File: src/rtl/i2cs_pkg.sv
package i2cs_pkg;
  typedef enum logic [2:0] {
    ST_IDLE,
    ST_SHIFT,
    ST_ACK_SET,
    ST_ACK_HOLD,
    ST_SKIP
  } eng_state_t;

  localparam int unsigned LINE_SCL = 0;
  localparam int unsigned LINE_SDA = 1;
  localparam int unsigned N_LINES  = 2;
endpackage

File: src/rtl/i2cs_line_filter.sv
module i2cs_line_filter #(
  parameter int unsigned SYNC_LEN = 2
) (
  input  logic clk,
  input  logic rst,
  input  logic raw,
  output logic lvl,
  output logic rose,
  output logic fell
);
  localparam int unsigned SH_W = SYNC_LEN + 1;

  logic [SH_W-1:0] sh;
  logic            agree;

  assign agree = (sh[SH_W-1] == sh[SH_W-2]);

  always_ff @(posedge clk) begin
    if (rst) begin
      sh   <= '1;
      lvl  <= 1'b1;
      rose <= 1'b0;
      fell <= 1'b0;
    end else begin
      sh   <= {sh[SH_W-2:0], raw};
      rose <= agree &&  sh[SH_W-1] && !lvl;
      fell <= agree && !sh[SH_W-1] &&  lvl;
      if (agree) lvl <= sh[SH_W-1];
    end
  end
endmodule

File: src/rtl/i2cs_rx_engine.sv
module i2cs_rx_engine #(
  parameter int unsigned BYTE_W = 8
) (
  input  logic              clk,
  input  logic              rst,
  input  logic              scl_lvl,
  input  logic              scl_rose,
  input  logic              scl_fell,
  input  logic              sda_lvl,
  input  logic              sda_rose,
  input  logic              sda_fell,
  input  logic [BYTE_W-2:0] own_addr,
  input  logic              ack_en,
  output logic              sda_pull,
  output logic [BYTE_W-1:0] rx_byte,
  output logic              ev_start,
  output logic              ev_stop,
  output logic              ev_stop_sel,
  output logic              ev_addr_hit,
  output logic              ev_data
);
  import i2cs_pkg::*;

  localparam int unsigned CNT_W = $clog2(BYTE_W);
  localparam logic [CNT_W-1:0] LAST_BIT = CNT_W'(BYTE_W - 1);

  eng_state_t        state;
  logic [CNT_W-1:0]  cnt;
  logic              is_addr;
  logic              sel;
  logic              ack_q;
  logic [BYTE_W-1:0] nxt;

  assign nxt = {rx_byte[BYTE_W-2:0], sda_lvl};

  always_ff @(posedge clk) begin
    if (rst) begin
      state       <= ST_IDLE;
      cnt         <= '0;
      is_addr     <= 1'b0;
      sel         <= 1'b0;
      ack_q       <= 1'b0;
      sda_pull    <= 1'b0;
      rx_byte     <= '0;
      ev_start    <= 1'b0;
      ev_stop     <= 1'b0;
      ev_stop_sel <= 1'b0;
      ev_addr_hit <= 1'b0;
      ev_data     <= 1'b0;
    end else begin
      ev_start    <= 1'b0;
      ev_stop     <= 1'b0;
      ev_stop_sel <= 1'b0;
      ev_addr_hit <= 1'b0;
      ev_data     <= 1'b0;
      if (sda_fell && scl_lvl) begin
        state    <= ST_SHIFT;
        cnt      <= '0;
        is_addr  <= 1'b1;
        sel      <= 1'b0;
        sda_pull <= 1'b0;
        ev_start <= 1'b1;
      end else if (sda_rose && scl_lvl) begin
        state       <= ST_IDLE;
        sel         <= 1'b0;
        sda_pull    <= 1'b0;
        ev_stop     <= 1'b1;
        ev_stop_sel <= sel;
      end else begin
        case (state)
          ST_SHIFT: if (scl_rose) begin
            rx_byte <= nxt;
            if (cnt == LAST_BIT) begin
              cnt <= '0;
              if (is_addr) begin
                if (nxt[BYTE_W-1:1] == own_addr && !nxt[0]) begin
                  ev_addr_hit <= 1'b1;
                  sel         <= 1'b1;
                  ack_q       <= 1'b1;
                  state       <= ST_ACK_SET;
                end else begin
                  state <= ST_SKIP;
                end
              end else begin
                ev_data <= 1'b1;
                ack_q   <= ack_en;
                state   <= ST_ACK_SET;
              end
            end else begin
              cnt <= cnt + 1'b1;
            end
          end
          ST_ACK_SET: if (scl_fell) begin
            sda_pull <= ack_q;
            state    <= ST_ACK_HOLD;
          end
          ST_ACK_HOLD: if (scl_fell) begin
            sda_pull <= 1'b0;
            is_addr  <= 1'b0;
            state    <= ST_SHIFT;
          end
          default: ;
        endcase
      end
    end
  end

  // the acknowledge pull may only start while the clock line is low
  a_r2_ack_starts_scl_low: assert property (@(posedge clk) disable iff (rst)
    (sda_pull && !$past(sda_pull)) |-> !scl_lvl);

  // any start restarts the address phase
  a_r10_start_restarts: assert property (@(posedge clk) disable iff (rst)
    ev_start |-> (state == ST_SHIFT && is_addr && cnt == '0));
endmodule

File: src/rtl/i2cs_host_regs.sv
module i2cs_host_regs #(
  parameter int unsigned BYTE_W = 8
) (
  input  logic              clk,
  input  logic              rst,
  input  logic              scl_lvl,
  input  logic [BYTE_W-1:0] rx_byte,
  input  logic              ev_start,
  input  logic              ev_stop,
  input  logic              ev_stop_sel,
  input  logic              ev_addr_hit,
  input  logic              ev_data,
  input  logic              rd_sr1,
  input  logic              rd_sr2,
  input  logic              rd_dr,
  input  logic              wr_cr1,
  output logic [BYTE_W-1:0] dat_q,
  output logic              f_addr,
  output logic              f_full,
  output logic              f_stall,
  output logic              f_stop,
  output logic              f_busy,
  output logic              scl_pull
);
  logic              armed;
  logic              full_n;
  logic              stall_n;
  logic [BYTE_W-1:0] dat_n;

  always_comb begin
    full_n  = f_full;
    stall_n = f_stall;
    dat_n   = dat_q;
    if (rd_dr) begin
      if (f_stall) begin
        dat_n   = rx_byte;
        stall_n = 1'b0;
      end else begin
        full_n = 1'b0;
      end
    end
    if (ev_data) begin
      if (full_n) begin
        stall_n = 1'b1;
      end else begin
        dat_n  = rx_byte;
        full_n = 1'b1;
      end
    end
  end

  always_ff @(posedge clk) begin
    if (rst) begin
      armed    <= 1'b0;
      dat_q    <= '0;
      f_addr   <= 1'b0;
      f_full   <= 1'b0;
      f_stall  <= 1'b0;
      f_stop   <= 1'b0;
      f_busy   <= 1'b0;
      scl_pull <= 1'b0;
    end else begin
      dat_q    <= dat_n;
      f_full   <= full_n;
      f_stall  <= stall_n;
      scl_pull <= stall_n && !scl_lvl;

      if (rd_sr1) armed <= 1'b1;
      else if (rd_sr2 || wr_cr1 || rd_dr) armed <= 1'b0;

      if (ev_addr_hit) f_addr <= 1'b1;
      else if (rd_sr2 && armed) f_addr <= 1'b0;

      if (ev_stop_sel) f_stop <= 1'b1;
      else if (wr_cr1 && armed) f_stop <= 1'b0;

      if (ev_start) f_busy <= 1'b1;
      else if (ev_stop) f_busy <= 1'b0;
    end
  end

  a_r7_release_next_cycle: assert property (@(posedge clk) disable iff (rst)
    (f_stall && rd_dr) |=> !scl_pull);

  a_r6_stall_needs_full: assert property (@(posedge clk) disable iff (rst)
    f_stall |-> f_full);

  a_r3_match_needs_sequence: assert property (@(posedge clk) disable iff (rst)
    (f_addr && rd_sr2 && !armed && !ev_addr_hit) |=> f_addr);

  a_r9_stop_needs_sequence: assert property (@(posedge clk) disable iff (rst)
    (f_stop && wr_cr1 && !armed) |=> f_stop);

  a_r8_busy_after_start: assert property (@(posedge clk) disable iff (rst)
    ev_start |=> f_busy);

  a_r4_read_empties: assert property (@(posedge clk) disable iff (rst)
    (rd_dr && f_full && !f_stall && !ev_data) |=> !f_full);
endmodule

File: src/rtl/i2cs_receiver.sv
module i2cs_receiver #(
  parameter int unsigned BYTE_W   = 8,
  parameter int unsigned SYNC_LEN = 2
) (
  input  logic              clk,
  input  logic              rst,
  input  logic              scl_i,
  input  logic              sda_i,
  input  logic [BYTE_W-2:0] own_addr_i,
  input  logic              ack_en_i,
  input  logic              st1_rd_i,
  input  logic              st2_rd_i,
  input  logic              dat_rd_i,
  input  logic              ctl_wr_i,
  output logic              scl_pull_o,
  output logic              sda_pull_o,
  output logic [BYTE_W-1:0] data_o,
  output logic              flag_match_o,
  output logic              flag_full_o,
  output logic              flag_stall_o,
  output logic              flag_stop_o,
  output logic              flag_busy_o
);
  import i2cs_pkg::*;

  logic [N_LINES-1:0] raw_v, lvl_v, rose_v, fell_v;
  logic [BYTE_W-1:0]  rx_byte;
  logic ev_start, ev_stop, ev_stop_sel, ev_addr_hit, ev_data;

  assign raw_v[LINE_SCL] = scl_i;
  assign raw_v[LINE_SDA] = sda_i;

  for (genvar g = 0; g < N_LINES; g++) begin : g_line
    i2cs_line_filter #(.SYNC_LEN(SYNC_LEN)) u_filt (
      .clk (clk),
      .rst (rst),
      .raw (raw_v[g]),
      .lvl (lvl_v[g]),
      .rose(rose_v[g]),
      .fell(fell_v[g])
    );
  end

  i2cs_rx_engine #(.BYTE_W(BYTE_W)) u_eng (
    .clk        (clk),
    .rst        (rst),
    .scl_lvl    (lvl_v[LINE_SCL]),
    .scl_rose   (rose_v[LINE_SCL]),
    .scl_fell   (fell_v[LINE_SCL]),
    .sda_lvl    (lvl_v[LINE_SDA]),
    .sda_rose   (rose_v[LINE_SDA]),
    .sda_fell   (fell_v[LINE_SDA]),
    .own_addr   (own_addr_i),
    .ack_en     (ack_en_i),
    .sda_pull   (sda_pull_o),
    .rx_byte    (rx_byte),
    .ev_start   (ev_start),
    .ev_stop    (ev_stop),
    .ev_stop_sel(ev_stop_sel),
    .ev_addr_hit(ev_addr_hit),
    .ev_data    (ev_data)
  );

  i2cs_host_regs #(.BYTE_W(BYTE_W)) u_regs (
    .clk        (clk),
    .rst        (rst),
    .scl_lvl    (lvl_v[LINE_SCL]),
    .rx_byte    (rx_byte),
    .ev_start   (ev_start),
    .ev_stop    (ev_stop),
    .ev_stop_sel(ev_stop_sel),
    .ev_addr_hit(ev_addr_hit),
    .ev_data    (ev_data),
    .rd_sr1     (st1_rd_i),
    .rd_sr2     (st2_rd_i),
    .rd_dr      (dat_rd_i),
    .wr_cr1     (ctl_wr_i),
    .dat_q      (data_o),
    .f_addr     (flag_match_o),
    .f_full     (flag_full_o),
    .f_stall    (flag_stall_o),
    .f_stop     (flag_stop_o),
    .f_busy     (flag_busy_o),
    .scl_pull   (scl_pull_o)
  );

  a_r6_no_clock_hold_without_stall: assert property (@(posedge clk) disable iff (rst)
    scl_pull_o |-> flag_stall_o);
endmodule

File: config.mk
export PLATFORM = sky130hd
export DESIGN_NAME = i2cs_receiver
export DESIGN_NICKNAME = d
export VERILOG_FILES = /design/src/rtl/i2cs_pkg.sv /design/src/rtl/i2cs_line_filter.sv /design/src/rtl/i2cs_rx_engine.sv /design/src/rtl/i2cs_host_regs.sv /design/src/rtl/i2cs_receiver.sv
export SDC_FILE = /design/constraint.sdc
export NUM_CORES = 1
export LEC_CHECK = 0
export BUFFER_PORTS_ARGS = -buffer_cell sky130_fd_sc_hd__buf_4
export CAP_MARGIN = 5
export CELL_PAD_IN_SITES_DETAIL_PLACEMENT = 0
export CELL_PAD_IN_SITES_GLOBAL_PLACEMENT = 2
export CORE_MARGIN = 2
export CORE_UTILIZATION = 30
export DETAILED_ROUTE_END_ITERATION = 6
export PLACE_DENSITY_LB_ADDON = 0.2
export RECOVER_POWER = 100
export SLEW_MARGIN = 10
export SYNTH_ARGS = -nofsm -noshare
export SYNTH_HDL_FRONTEND = slang
export SYNTH_SLANG_ARGS = --single-unit
File: constraint.sdc
create_clock -name clk -period 4 [get_ports clk]
set_input_delay 0.8 -clock clk [delete_from_list [all_inputs] [get_ports clk]]
set_output_delay 0.8 -clock clk [all_outputs]
set_load 0.02 [all_outputs]
# Word level (Yosys, flattened, before mapping)
# Index checks and enable logic that the tools add are counted.
dict set report totals {
  register_bits 50
  out_inout_bits 15
  elab_cells 135
  input_bits 16
}
dict set report classes {
  bitwise 6
  eq_ne 17
  muxes 40
  add_sub_neg 1
  n_reduce_logical 42
}
# operator count
set ops {}
lappend ops {{$mux 8} 4}
lappend ops {{$mux 1} 27}
lappend ops {{$mux 3} 7}
lappend ops {{$reduce_and 5->1} 3}
lappend ops {{$logic_and 1x1->1} 14}
lappend ops {{$reduce_bool 2->1} 7}
lappend ops {{$ne 4x2->1 const B} 3}
lappend ops {{$pmux 3 s3} 1}
lappend ops {{$reduce_and 3->1} 3}
lappend ops {{$ne 2x2->1 const B} 4}
lappend ops {{$eq 7x7->1} 1}
lappend ops {{$reduce_or 7->1} 1}
lappend ops {{$eq 3x2->1 const B} 2}
lappend ops {{$not 1->1} 6}
lappend ops {{$reduce_and 6->1} 1}
lappend ops {{$reduce_or 3->1} 2}
lappend ops {{$reduce_or 6->1} 1}
lappend ops {{$reduce_bool 5->1} 1}
lappend ops {{$logic_not 1->1} 4}
lappend ops {{$ne 2x1->1 const B} 2}
lappend ops {{$ne 4x1->1 const B} 1}
lappend ops {{$reduce_and 4->1} 1}
lappend ops {{$add 3x1->3 const B} 1}
lappend ops {{$eq 3x1->1 const B} 1}
lappend ops {{other kinds (6)} 8}

# Logic depth before layout (Yosys ltp)
dict set report depth {
  ltp_word 9
  ltp_mapped 5
  depth_no_buf 5
}

# By module
# Synthesis repeated with hierarchy kept, for this count alone.
dict set report unflattened {
  cells_unflattened 207
  area_unflattened_um2 2048.2
}
# mod area_each_um2 seq_area_each_um2 n_inst cells_each
set modules_own_cells {}
lappend modules_own_cells {i2cs_rx_engine 1042.2 460.4 1 108}
lappend modules_own_cells {i2cs_host_regs 610.6 300.3 1 63}
lappend modules_own_cells {i2cs_line_filter 197.7 120.1 2 18}

# Least setup slack after synthesis
# No wires, ideal clock.
dict set report synth_path {
  kind {input-to-reg}
  from {in own_addr_i[3]}
  to {reg u_eng.state[2]}
  setup_ns 0.117
  path_stages 4
  required_ns 3.883
  setup_slack_ns 2.287
  n_path_buf 0
  arrival_ns 1.596
  cell_sequence {xor2_1 nor4_4 nand2_1 a32o_1}
}
dict set report synth_via {
  elab_chain_len 7
}
# element line_no
set synth_lines {}
lappend synth_lines {{from (decl)} i2cs_receiver.sv:9} ;# input logic [BYTE_W-2:0] own_addr_i,
lappend synth_lines {{$eq 7x7->1} i2cs_rx_engine.sv:76} ;# if (nxt[BYTE_W-1:1] == own_addr && !nxt[0]) begin
lappend synth_lines {{$logic_and 1x1->1} i2cs_rx_engine.sv:76}
lappend synth_lines {{$mux 3} i2cs_rx_engine.sv:76}
lappend synth_lines {{$mux 3} i2cs_rx_engine.sv:75} ;# if (is_addr) begin
lappend synth_lines {{$mux 3} i2cs_rx_engine.sv:73} ;# if (cnt == LAST_BIT) begin
lappend synth_lines {{$mux 3} i2cs_rx_engine.sv:71} ;# ST_SHIFT: if (scl_rose) begin
lappend synth_lines {{$pmux 3 s3} i2cs_rx_engine.sv:70} ;# case (state)
lappend synth_lines {{to (signal assigned)} i2cs_rx_engine.sv:80} ;# state <= ST_ACK_SET;
lappend synth_lines {{to (signal assigned)} i2cs_rx_engine.sv:82} ;# state <= ST_SKIP;
lappend synth_lines {{to (signal assigned)} i2cs_rx_engine.sv:87} ;# state <= ST_ACK_SET;
lappend synth_lines {{to (decl)} i2cs_rx_engine.sv:27} ;# eng_state_t state;
# Every way passes these cells. The select of a mux whose other input is x is not followed.
# A chain may end at the register's enable or synchronous reset.

# Worst setup path in the final report
dict set report layout_path {
  from {in rst}
  to {reg u_eng.state[2]}
}
dict set report layout_via {
  elab_chain_len 1
}
# element line_no
set layout_lines {}
lappend layout_lines {{from (decl)} i2cs_receiver.sv:6} ;# input logic rst,
lappend layout_lines {{$reduce_or 3->1 (no line)} -}
lappend layout_lines {{to (signal assigned)} i2cs_rx_engine.sv:38} ;# state <= ST_IDLE;
lappend layout_lines {{to (signal assigned)} i2cs_rx_engine.sv:57} ;# state <= ST_SHIFT;
lappend layout_lines {{to (signal assigned)} i2cs_rx_engine.sv:64} ;# state <= ST_IDLE;
# Every way passes these cells.

==> results.cfg <==
[route]
vias_per_cell = 4.57
drtIter0Drc = 83
wl_um = 3930
post-route-drc-count = 0
via_count = 1412
firstDrtPassIters = 4
post_drt_wl_per_cell_um = 12.7
antenna_left = 0

[global_route]
first_global_vias = 1402
grt_antenna_before_repair = 0
grt.total_usage_pct = 12.3
grt_max_degree = 32
gr-total-overflow = 0
grt_pass1_wl_um = 6890

[pwr]
leakage_nw = 0.876
powerDensity_nw_per_um2 = 397
max-vdd-ir-drop_uv = 154
finalPower_mw = 0.892

[clock_tree]
cts-hold-fix-buffers = 0
clk_latency_ns = 0.30
cts_tree = yes
ctsRootBufferMaster = clkbuf_8
clk_pin_slew_ns = 0.09
cts_buffer_depth = 2
cts-htree-levels = 2
cts_setup_buffers = 0
cts_sinks = 50
ctsResizeCount = 0
cts_made_buffers = 5

[finish]
area_delta_synth_final_pct = 17.7
diodes = 0
final_layout_size_suffix_gt1_share_pct = 13.8
fin_cells = 309
nNetsFinal = 253
num-fill-cells = 659

[place]
place_hpwl_um = 2760
dp_cells = 301
gp_congestion = 0.709
port_buffers = 30

[die]
dieArea_um2 = 7010
start_util_pct = 30.5
die_width_um = 83.7
core_um2 = 6240
rows = 29
die_h_um = 83.7
io_pins = 31

[logic_synthesis]
synth_top_area_share_pct = 52.5
synth_cell_types = 37
ys_top_cells_by_area = dfxtp_1, nand2_1, mux2i_1
synth_flop_cell = dfxtp_1
ys_seq_elements = 50
syn_nets = 223
yosys_warnings = 0
syn_avg_cell_area_um2 = 9.48
syn-cell-area_um2 = 1910
async_reset_ff_share_pct = 0
yosysTopAreaCell = dfxtp_1
syn_inst = 201
yosysSeqAreaShare_pct = 52.5
synth_edf_count = 0

[timing]
fmax_mhz = 371
min_period_over_period_pct = 67.3
setup_viol = 0
finalMaxSlewViolations = 14
tns_ns = 0
worst_pin_slew_ns = 1.61
slew_headroom_pct = -8.18
finalHoldViolations = 0
finClkSkew_ns = 0.00644
rsz0062_at_grt = false
fin_crit_ns = 2.69

[worst_setup_path]
cp-start-kind = input pin
worstSetupPathType = in -> reg
required_ns = 4.20
endpoint_kind = flop
critPathMaxFanout = 31
worst_ep_arrival_time_ns = 2.90

[outcome]
violations = capacitance limit, slew limit
outcome = complete, but fails checks

[run]
maxCapViolCount = 1

[hold_path]
hold_path.class = reg -> reg
## layout by cell type (no fill, tap or decap), types with 2 or more instances in the layout
cell type,instances
dfxtp_1,50
nand2_1,26
nor2_1,20
a21oi_1,17
clkbuf_1,16
buf_4,14
nand3_1,11
inv_1,10
mux2i_1,9
xor2_1,7
ha_1,6
clkbuf_8,5
o211ai_1,4
or2_2,4
a31oi_1,3
o21ai_0,2
nor3b_1,2
and3_1,2
and2_0,2
clkinv_2,2
## cell usage after synthesis, drive strengths merged (4+ instances only)
cell	instances
a21oi	18
or2	4
ha	6
mux2i	9
nand3	11
nand2	27
nor2	20
dfxtp	50
xor2	7
clkbuf	4
inv	10
o211ai	4
## worst max-delay path: stages
cell and delay, ns:
clkbuf_1 1.02, inv_1 0.47, nand2_1 0.25, nor2_1 0.09, a32o_1 0.26
## per-layer routing
layer | track usage (%) | wire length, um | part of all wire [%] | up-vias
li1 | - | - | - | 739
met1 | 16.6 | 1960 | 50 | 639
met2 | 18.9 | 1740 | 44 | 28
met3 | 3.66 | 173 | 4.4 | 6
met4 | 3.96 | 55 | 1.4 | 0
met5 | 0 | 0 | 0 | -
## path summary, 6_finish.rpt
check                    startpoint                      to  slack (ns)  cells after the start
max                             rst          u_eng.state[2]        1.31                      5
min reg2reg  g_line[0].u_filt.sh[0]  g_line[0].u_filt.sh[1]        0.41                      1
min          g_line[0].u_filt.sh[0]  g_line[0].u_filt.sh[1]        0.41                      1
max reg2reg   g_line[1].u_filt.rose        u_eng.rx_byte[4]        1.51                      4
## state kept, by name, summed over array words and instances, names as in the netlist
register / flops
u_regs.f_stop: 1
u_eng.is_addr: 1
u_eng.state: 3
u_regs.f_busy: 1
u_eng.cnt: 3
u_regs.f_addr: 1
u_eng.ev_start: 1
g_line.u_filt.lvl: 2
g_line.u_filt.fell: 2
u_eng.rx_byte: 8
u_regs.f_full: 1
u_eng.ev_addr_hit: 1
u_eng.ack_q: 1
u_eng.sda_pull: 1
u_eng.sel: 1
u_eng.ev_stop: 1
u_eng.ev_stop_sel: 1
u_regs.dat_q: 8
g_line.u_filt.sh: 6
g_line.u_filt.rose: 2
u_regs.scl_pull: 1
u_eng.ev_data: 1
u_regs.f_stall: 1
u_regs.armed: 1
## final cells by class
type / instances / area (um2) / area share (%)
sequential: 50 / 1000 / 44.6
multi-input combinational: 134 / 835 / 37.2
timing repair buffer: 30 / 165 / 7.36
tap: 77 / 96.3 / 4.29
clock buffer: 5 / 68.8 / 3.07
clock inverter: 3 / 40.0 / 1.78
inverter: 10 / 37.5 / 1.67
## cell families (layout without fill, tap and decap cells)
| group | Yosys count | count (layout) | share of synthesized area, % |
|---|---|---|---|
| AOI/OAI and AO/OA | 34 | 34 | 11.1 |
| muxes | 9 | 9 | 4.73 |
| xor gates and xnor gates | 7 | 7 | 3.22 |
| buffers and inverters | 17 | 48 | 3.68 |
| DFF | 50 | 50 | 52.5 |
| and+or+nand+nor | 78 | 78 | 20.8 |
| adders and majority gates | 6 | 6 | 3.94 |
## report_power, final
part | internal (mW) | switching [mW] | leakage [nW] | total [mW]
clock network | 0.184 | 0.165 | 0.0579 | 0.350
registers | 0.502 | 0.00341 | 0.405 | 0.506
logic | 0.0161 | 0.0200 | 0.413 | 0.0361
total | 0.703 | 0.189 | 0.876 | 0.892
## through the flow
step                utilization, %  hold slack, ns  worst slack, ns  instance area, um2
global placement              35.2           0.394             2.01                2190
CTS                           36.9           0.415             2.15                2300
detailed placement            35.2           0.394             2.01                2190
floorplan                        -           0.389             2.29                1910
finish                        35.9           0.413             1.31                2240
global route                  35.9           0.429             1.04                2240
Power figures use the tool's default switching activity.
